[src/rtl/tape_loader_pkg.sv]
package tape_loader_pkg;
  typedef enum logic [2:0] {
    ST_IDLE, ST_SKIP, ST_HI, ST_LO, ST_WR, ST_CTRL, ST_END
  } ld_state_e;

  typedef enum logic [1:0] {
    ERR_NONE = 2'd0,
    ERR_FMT  = 2'd1,
    ERR_NXM  = 2'd2
  } ld_err_e;
endpackage

[src/rtl/tape_loader_fsm.sv]
module tape_loader_fsm
  import tape_loader_pkg::*;
(
  input  logic       clk_i,
  input  logic       rst_ni,
  input  logic       start_i,
  input  logic       cont_i,
  input  logic       frame_valid_i,
  input  logic       frame_zero_i,
  input  logic       eot_i,
  input  logic       oor_i,
  output logic       frame_ready_o,
  output logic       hi_ld_o,
  output logic       lo_ld_o,
  output logic       we_o,
  output logic       done_o,
  output logic [1:0] err_code_o
);
  ld_state_e state_q, state_d;
  ld_err_e   code_q, code_d;
  logic      cont_q, done_q, done_d;
  logic      listening, take, eot_hit;

  assign listening = (state_q == ST_SKIP) || (state_q == ST_HI) ||
                     (state_q == ST_LO)   || (state_q == ST_CTRL);
  assign eot_hit   = eot_i & listening;
  assign take      = frame_valid_i & listening & ~eot_i;

  assign frame_ready_o = listening;
  assign hi_ld_o       = (state_q == ST_HI) & take & ~oor_i;
  assign lo_ld_o       = (state_q == ST_LO) & take;
  assign we_o          = (state_q == ST_WR);
  assign done_o        = done_q;
  assign err_code_o    = code_q;

  always_comb begin
    state_d = state_q;
    code_d  = code_q;
    done_d  = done_q;
    unique case (state_q)
      ST_SKIP: begin
        if (eot_hit) begin
          state_d = ST_END; done_d = 1'b1;
        end else if (take && !frame_zero_i) state_d = ST_HI;
      end
      ST_HI: begin
        if (eot_hit) begin
          state_d = ST_END; done_d = 1'b1; code_d = ERR_FMT;
        end else if (take) begin
          if (oor_i) begin
            state_d = ST_END; done_d = 1'b1; code_d = ERR_NXM;
          end else state_d = ST_LO;
        end
      end
      ST_LO: begin
        if (eot_hit) begin
          state_d = ST_END; done_d = 1'b1; code_d = ERR_FMT;
        end else if (take) state_d = ST_WR;
      end
      ST_WR: state_d = ST_CTRL;
      ST_CTRL: begin
        if (eot_hit) begin
          state_d = ST_END; done_d = 1'b1;
        end else if (take) begin
          if (!frame_zero_i) state_d = ST_HI;
          else if (cont_q) state_d = ST_SKIP;
          else begin
            state_d = ST_END; done_d = 1'b1;
          end
        end
      end
      default: ;
    endcase
    if (start_i) begin
      state_d = ST_SKIP;
      code_d  = ERR_NONE;
      done_d  = 1'b0;
    end
  end

  always_ff @(posedge clk_i or negedge rst_ni) begin
    if (!rst_ni) begin
      state_q <= ST_IDLE;
      code_q  <= ERR_NONE;
      done_q  <= 1'b0;
      cont_q  <= 1'b0;
    end else begin
      state_q <= state_d;
      code_q  <= code_d;
      done_q  <= done_d;
      if (start_i) cont_q <= cont_i;
    end
  end
endmodule

[src/rtl/tape_loader_addr.sv]
module tape_loader_addr #(
  parameter int ADDR_W     = 8,
  parameter int MEM_WORDS  = 200,
  parameter int DEF_ORIGIN = 'o200
) (
  input  logic              clk_i,
  input  logic              rst_ni,
  input  logic              load_i,
  input  logic              org_valid_i,
  input  logic [ADDR_W-1:0] org_i,
  input  logic              inc_i,
  output logic [ADDR_W-1:0] addr_o,
  output logic              oor_o
);
  // one spare bit so a wrap past the top still reads as out of range
  localparam int CNT_W = ADDR_W + 1;
  localparam logic [CNT_W-1:0] LIMIT   = CNT_W'(MEM_WORDS);
  localparam logic [ADDR_W-1:0] DEF_ORG = ADDR_W'(DEF_ORIGIN);

  logic [CNT_W-1:0] cnt_q;

  always_ff @(posedge clk_i or negedge rst_ni) begin
    if (!rst_ni)     cnt_q <= '0;
    else if (load_i) cnt_q <= {1'b0, org_valid_i ? org_i : DEF_ORG};
    else if (inc_i)  cnt_q <= cnt_q + 1'b1;
  end

  assign addr_o = cnt_q[ADDR_W-1:0];
  assign oor_o  = (cnt_q >= LIMIT);
endmodule

[src/rtl/tape_loader_word.sv]
module tape_loader_word #(
  parameter int FRAME_W = 8
) (
  input  logic                 clk_i,
  input  logic                 rst_ni,
  input  logic                 hi_ld_i,
  input  logic                 lo_ld_i,
  input  logic [FRAME_W-1:0]   frame_i,
  output logic [2*FRAME_W-1:0] word_o
);
  logic [FRAME_W-1:0] hi_q, lo_q;

  always_ff @(posedge clk_i or negedge rst_ni) begin
    if (!rst_ni) begin
      hi_q <= '0;
      lo_q <= '0;
    end else begin
      if (hi_ld_i) hi_q <= frame_i;
      if (lo_ld_i) lo_q <= frame_i;
    end
  end

  assign word_o = {hi_q, lo_q};
endmodule

[src/rtl/tape_loader.sv]
module tape_loader #(
  parameter int FRAME_W    = 8,
  parameter int ADDR_W     = 8,
  parameter int MEM_WORDS  = 200,
  parameter int DEF_ORIGIN = 'o200
) (
  input  logic                 clk_i,
  input  logic                 rst_ni,
  input  logic                 start_i,
  input  logic                 cont_i,
  input  logic                 org_valid_i,
  input  logic [ADDR_W-1:0]    org_i,
  input  logic                 frame_valid_i,
  input  logic [FRAME_W-1:0]   frame_i,
  output logic                 frame_ready_o,
  input  logic                 eot_i,
  output logic                 mem_we_o,
  output logic [ADDR_W-1:0]    mem_addr_o,
  output logic [2*FRAME_W-1:0] mem_data_o,
  output logic                 done_o,
  output logic                 err_o,
  output logic [1:0]           err_code_o
);
  logic hi_ld, lo_ld, oor;

  tape_loader_fsm u_fsm (
    .clk_i         (clk_i),
    .rst_ni        (rst_ni),
    .start_i       (start_i),
    .cont_i        (cont_i),
    .frame_valid_i (frame_valid_i),
    .frame_zero_i  (frame_i == '0),
    .eot_i         (eot_i),
    .oor_i         (oor),
    .frame_ready_o (frame_ready_o),
    .hi_ld_o       (hi_ld),
    .lo_ld_o       (lo_ld),
    .we_o          (mem_we_o),
    .done_o        (done_o),
    .err_code_o    (err_code_o)
  );

  tape_loader_addr #(
    .ADDR_W     (ADDR_W),
    .MEM_WORDS  (MEM_WORDS),
    .DEF_ORIGIN (DEF_ORIGIN)
  ) u_addr (
    .clk_i       (clk_i),
    .rst_ni      (rst_ni),
    .load_i      (start_i),
    .org_valid_i (org_valid_i),
    .org_i       (org_i),
    .inc_i       (mem_we_o),
    .addr_o      (mem_addr_o),
    .oor_o       (oor)
  );

  tape_loader_word #(.FRAME_W(FRAME_W)) u_word (
    .clk_i   (clk_i),
    .rst_ni  (rst_ni),
    .hi_ld_i (hi_ld),
    .lo_ld_i (lo_ld),
    .frame_i (frame_i),
    .word_o  (mem_data_o)
  );

  assign err_o = (err_code_o != 2'd0);
endmodule

[config.mk]
export PLATFORM = sky130hd
export DESIGN_NAME = tape_loader
export DESIGN_NICKNAME = d
export VERILOG_FILES = /design/src/rtl/tape_loader_pkg.sv /design/src/rtl/tape_loader_fsm.sv /design/src/rtl/tape_loader_addr.sv /design/src/rtl/tape_loader_word.sv /design/src/rtl/tape_loader.sv
export SDC_FILE = /design/constraint.sdc
export NUM_CORES = 1
export LEC_CHECK = 0
export ABC_AREA = 1
export CAP_MARGIN = 20
export CORE_MARGIN = 10
export CORE_UTILIZATION = 48
export DETAILED_ROUTE_END_ITERATION = 8
export GPL_TIMING_DRIVEN = 0
export PLACE_DENSITY = 0.83
export REMOVE_ABC_BUFFERS = 1
export SKIP_CTS_REPAIR_TIMING = 1
export SYNTH_ARGS = -nofsm -noshare
export SYNTH_HDL_FRONTEND = slang
export SYNTH_SLANG_ARGS = --single-unit
[constraint.sdc]
create_clock -name clk_i -period 1.42 [get_ports clk_i]
set_input_delay 0.142 -clock clk_i [delete_from_list [all_inputs] [get_ports clk_i]]
set_output_delay 0.142 -clock clk_i [all_outputs]
set_load 0.005 [all_outputs]
# After elaboration in Yosys (flattened, before gate mapping)
# Index checks and enable logic that the tools add are counted.
# word_totals
ff_bits	32
inputBits	23
output_inout_bits	30
# classes
add_sub_neg	1
order_cmp	1
n_eq_ne	14
muxes	32
bitwise_logic	8
reduce_logical	15
# op_table
cell	n
3-bit two-way mux	12
4-bit by 2-bit inequality test with 1-bit output (second input constant)	5
9-bit two-way mux	2
3-bit one-hot mux with 5 select lines	1
2-bit two-way mux	5
9-bit by 1-bit adder with 9-bit output (second input constant)	1
9-bit by 8-bit >= comparator with 1-bit output (second input constant)	1
1-bit two-way mux	9
8-bit zero test	1
8-bit two-way mux	1
7-bit AND reduction	1
1-bit bitwise AND	6
3-bit by 2-bit equality test with 1-bit output (second input constant)	2
3-bit equality test (second input constant)	2
6-bit nonzero test	1
5-bit AND reduction	1
4-bit by 3-bit inequality test with 1-bit output (second input constant)	1
4-bit inequality test (second input constant)	1
2-bit one-hot mux with 2 select lines	1
4-bit AND reduction	1
2-bit nonzero test	2
4-bit nonzero test	1
3-bit by 1-bit equality test with 1-bit output (second input constant)	1
1-bit logical OR	3
other kinds (8)	9

# Logic depth before layout (Yosys ltp)
# logic_depth
depth_word	11
mapped_depth	9
depth_no_buf	9

# By module
# From an unflattened synthesis, not the netlist that was laid out.
# unflattened
cells_unflattened	284
hier_area_um2	2029.4
# by_module_without_submodules
module	instances	cells_per_inst	area_each_um2	seq_area_each_um2
tape_loader_addr	1	102	721.9	225.2
tape_loader_fsm	1	106	664.4	175.2
tape_loader_word	1	68	610.6	400.4
tape_loader	1	8	32.5	0.0

# Worst setup path before layout
# No wires, ideal clock.
# synth_path
path_kind	flip-flop to flip-flop
from	reg u_addr.cnt_q[5]
to	reg u_word.hi_q[5]
setup_ps	118
arrival_ps	1182
required_time_ps	1302
path_slack_ps	120
stages_incl_launch_ff	10
n_path_buf	1
synth_period_minus_slack_ps	1300
cell_sequence	dfrtp_1 > inv_1 > nand3_1 > nand2_1 > nand2_1 > nor2_2 > nand3_4 > buf_6 > nand2_2 > o21ai_2
# synth_via
elab_chain_cells	3
# synth_lines
element	line_no	rtl
from (decl)	tape_loader_addr.sv:20	logic [CNT_W-1:0] cnt_q;
from (signal assigned)	tape_loader_addr.sv:24	else if (load_i) cnt_q <= {1'b0, org_valid_i ? org_i : DEF_ORG};
from (signal assigned)	tape_loader_addr.sv:25	else if (inc_i) cnt_q <= cnt_q + 1'b1;
9-bit by 8-bit >= comparator with 1-bit output	tape_loader_addr.sv:29	assign oor_o = (cnt_q >= LIMIT);
1-bit inverter	tape_loader_fsm.sv:30	assign hi_ld_o = (state_q == ST_HI) & take & ~oor_i;
1-bit bitwise AND	tape_loader_fsm.sv:30	
to (signal assigned)	tape_loader_word.sv:18	if (hi_ld_i) hi_q <= frame_i;
to (decl)	tape_loader_word.sv:11	logic [FRAME_W-1:0] hi_q, lo_q;
# Every way passes these cells.
# A chain may end at the register's enable or synchronous reset.

# Worst setup path after layout
# layout_path
from	reg u_addr.cnt_q[4]
to	reg u_word.hi_q[3]
# Same word-level chain as after synthesis.

==> run summary <==
The post-route fraction of the period consumed by the critical path is 105%. The die footprint is 0.00692 mm2. The remaining routing DRC violations came out at 0. The tree is rooted in a sky130_fd_sc_hd__clkbuf_8. Counting along the longest clock path gives a buffer depth of 2. The number of non-filler instances in the completed layout is 358.

After floorplanning, the core was divided into 22 placement rows. The TritonCTS clock tree is yes. The wire length per cell is 14.7 um. In this run the power density over the cells is 1770 mW/mm2. The count of input and output buffers is 52. The total wirelength of the detailed-routed design came out at 5270 um. The average size of a mapped cell came out at 7.82 um2.

The via count of the first global-routing pass is 1722. The number of sinks driven by the clock tree is 32. The startpoint identified for the worst hold timing path is start_i.

The maximum clock rate is 674 MHz. Subtracting the final worst setup slack from the clock period gives 1.48 ns. The total global-route track usage came out at 13.5%.

The transition time at the pin with the least slew margin is 0.716 ns. The area of the placeable core came out at 0.00377 mm2. The number of top-level pins came out at 53.

The total leakage power is 1.36 nW. The vertical extent of the die came out at 83.2 um. The worst min-delay path endpoint is u_fsm.done_o. Headroom to the max-slew limit came out at 52.2%.

The synthesized flop and latch total came out at 32. The via total after detailed routing is 1850. The count of max-cap constraint violations is 0. The post-synth design cell area came out at 0.00192 mm2. The number of antenna violations at the first check in global routing is 0.

The antenna violation net count after detailed routing is 0. The number of endpoints failing setup at the final stage is 8. The ratio of routed vias to standard cells is 5.17. The effective utilization at floorplan came out at 50.8%. Entering global routing, the biggest net connects 33 pins. In this run the critical register-to-register path is captured at u_word.hi_q[3]. The critical path in this run is classified as flip-flop to flip-flop. The number of antenna diodes in the final layout is 0. sky130_fd_sc_hd__dfrtp_1 takes more of the synthesized area than any other cell.

The maximum level of the CTS H-tree came out at 2. The first global-routing pass estimated 7880 um of wire. The die outline width came out at 83.2 um. After synthesis, the cell types taking the most area are sky130_fd_sc_hd__dfrtp_1, sky130_fd_sc_hd__nand2_1, sky130_fd_sc_hd__o21ai_2. The depth of the most critical reg-to-reg path came out at 8. The class of the tightest hold or removal check is input port to flip-flop.

The final net count is 334. The number of warnings reported in the yosys synthesis log is 0. The count of TritonRoute iterations in the first routing pass is 4.

At the worst endpoint, the required time is 1.60 ns. The worst-case register-to-register setup slack is -0.06 ns. The clock slew at the register clock pins of the worst setup and hold paths came out at 0.07 ns. Along the worst path, the maximum fanout reaches 8.

From synthesis to final layout, the design area changed by 45.5%. The number of cells after detailed placement is 333. Setup repair after global routing could not meet its margin everywhere. Across all setup checks in the final design, the least slack found is -0.0641 ns. The flow ran to the end, but the final reports show violations. The final reports fail on setup timing.

Data on the critical path arrives at its endpoint at 1.66 ns. The critical path endpoint category is a flip-flop. The count of endpoints failing hold in the final timing report came to 0.

The insertion delay of the later-clocked pin in the worst-skew pair came out at 0.29 ns. The worst-case clock skew came out at 0.00282 ns. The max-slew violation count is 0. The number of different library cells in the post-synthesis netlist is 28. The proportion of layout cells with a drive suffix above 1 is 29.7%. The final global-route overflow total came out at 0. The first routing iteration left 82 violations.

The worst flop-to-flop path startpoint is u_addr.cnt_q[4]. The worst-case hold slack is 0.288 ns. The congestion estimate from routability-driven global placement came to 0.868.

The area share of the largest cell type after synthesis is 41.8%. The number of buffers inserted during clock tree synthesis is 5. The sequential element share of the synthesized area is 41.8%. The worst hold path was traced through 2 stages. The worst slack at placement came out at -0.251 ns. The worst setup path is launched from a flip-flop. The number of cells produced by synthesis came out at 245.

The worst supply voltage drop on vdd came out at 0.00105 V. The detailed placement HPWL came out at 3520 um.
[registers in the layout (all words and copies together) (netlist names)]
name / flops
u_fsm.state_q: 3
u_fsm.cont_q: 1
u_word.hi_q: 8
u_fsm.done_o: 1
u_fsm.err_code_o: 2
u_addr.cnt_q: 9
u_word.lo_q: 8
[critical path, stage by stage, from the launching register on]
cell                      delay [ns]
sky130_fd_sc_hd__dfrtp_2        0.45
sky130_fd_sc_hd__inv_2          0.08
sky130_fd_sc_hd__nand3_2        0.08
sky130_fd_sc_hd__nand2_2        0.10
sky130_fd_sc_hd__nand2_2        0.08
sky130_fd_sc_hd__nor2_4         0.21
sky130_fd_sc_hd__nand3_4        0.19
sky130_fd_sc_hd__nand2_2        0.13
sky130_fd_sc_hd__o21ai_2        0.05
[worst max-delay path by stage]
stage / start / to / cells past startpoint
floorplan: u_addr.cnt_q[5] / u_word.hi_q[0] / 8
global placement: rst_ni / u_fsm.state_q[2] / 1
detailed placement: start_i / u_addr.cnt_q[6] / 6
CTS: u_fsm.state_q[1] / mem_we_o / 4
global route: u_addr.cnt_q[4] / u_word.hi_q[3] / 8
finish: u_addr.cnt_q[4] / u_word.hi_q[3] / 8
[power breakdown]
part	leakage [nW]	internal [mW]	switching [mW]
sequential	0.400	1.28	0.323
clock	0.0645	0.619	0.347
combinational	0.901	1.26	1.10
[layer usage]
| metal | GRT usage (%) | share of wire, % | vias to the layer above |
|---|---|---|---|
| li1 | - | - | 906 |
| met1 | 16.3 | 44 | 852 |
| met2 | 21.2 | 46 | 83 |
| met3 | 5.76 | 8.7 | 9 |
| met4 | 3.85 | 1.4 | 0 |
| met5 | 0 | 0 | - |
[cells in the final DEF (no fill, tap or decap)]
cell                              instances
sky130_fd_sc_hd__clkbuf_8                 7
sky130_fd_sc_hd__a22oi_1                  1
sky130_fd_sc_hd__nand2_8                  1
sky130_fd_sc_hd__nand3_4                  2
sky130_fd_sc_hd__nand2_4                  4
sky130_fd_sc_hd__nand4_1                  2
sky130_fd_sc_hd__bufinv_16                1
sky130_fd_sc_hd__nor2_2                   2
sky130_fd_sc_hd__nand2_1                 51
sky130_fd_sc_hd__nand3_2                  5
sky130_fd_sc_hd__dfrtp_1                 26
sky130_fd_sc_hd__o21bai_1                 1
sky130_fd_sc_hd__ha_1                     2
sky130_fd_sc_hd__buf_4                   14
sky130_fd_sc_hd__buf_2                    1
sky130_fd_sc_hd__nand2_2                 15
sky130_fd_sc_hd__o21ai_0                  6
sky130_fd_sc_hd__a21oi_1                 11
sky130_fd_sc_hd__o21ai_1                  4
sky130_fd_sc_hd__nor2_4                   6
sky130_fd_sc_hd__or2_2                    1
sky130_fd_sc_hd__dlygate4sd3_1            1
sky130_fd_sc_hd__nand3_1                 17
sky130_fd_sc_hd__a32oi_1                  1
sky130_fd_sc_hd__dlymetal6s2s_1           5
sky130_fd_sc_hd__xnor2_2                  1
sky130_fd_sc_hd__or2_1                    1
sky130_fd_sc_hd__a31oi_1                  2
sky130_fd_sc_hd__buf_6                    1
sky130_fd_sc_hd__inv_2                    8
sky130_fd_sc_hd__inv_1                   25
sky130_fd_sc_hd__inv_4                    1
sky130_fd_sc_hd__o21ai_2                 16
sky130_fd_sc_hd__clkdlybuf4s50_1         46
sky130_fd_sc_hd__nor2_1                  16
sky130_fd_sc_hd__dfrtp_2                  6
[metrics by stage]
stage / TNS, ns / util (%) / total power [mW] / cell area, um2
floorplan: 0 / - / 2.59 / 1830
global placement: -16.16 / 63.8 / 3.57 / 2410
detailed placement: -3.22 / 63.7 / 3.64 / 2400
CTS: -1.87 / 67.0 / 4.62 / 2530
global route: -1.24 / 73.9 / 5.30 / 2790
finish: -0.351 / 73.9 / 4.93 / 2790
[Yosys cell counts (all sizes together)]
library cell   n
a21oi         11
a22oi          1
a31oi          2
a32oi          1
buf           10
clkbuf         2
dfrtp         32
ha             2
inv           34
nand2         71
nand3         23
nand4          2
nor2          24
o21ai         26
o21bai         1
or2            2
xnor2          1
[cells by family (layout without fill, tap and decap cells)]
family	after synthesis	after routing	share of synthesized area [%]
AO/OA/AOI/OAI	42	42	14.7
XOR/XNOR	1	1	0.457
adder cells (fa/ha/maj)	2	2	1.31
buffers and inverters	46	110	11.4
flip-flops	32	32	41.8
AND/OR/NAND/NOR	122	123	30.4
[area by class of cell]
class                           count  area [um2]
Tap cell                           48        60.1
Fill cell                         275         983
Inverter                           34         130
Clock inverter                      1        30.0
Sequential cell                    32         808
Clock buffer                        7        96.3
Timing Repair Buffer               68         654
Multi-Input combinational cell    168        1010
(Power assumes the default switching activity.)
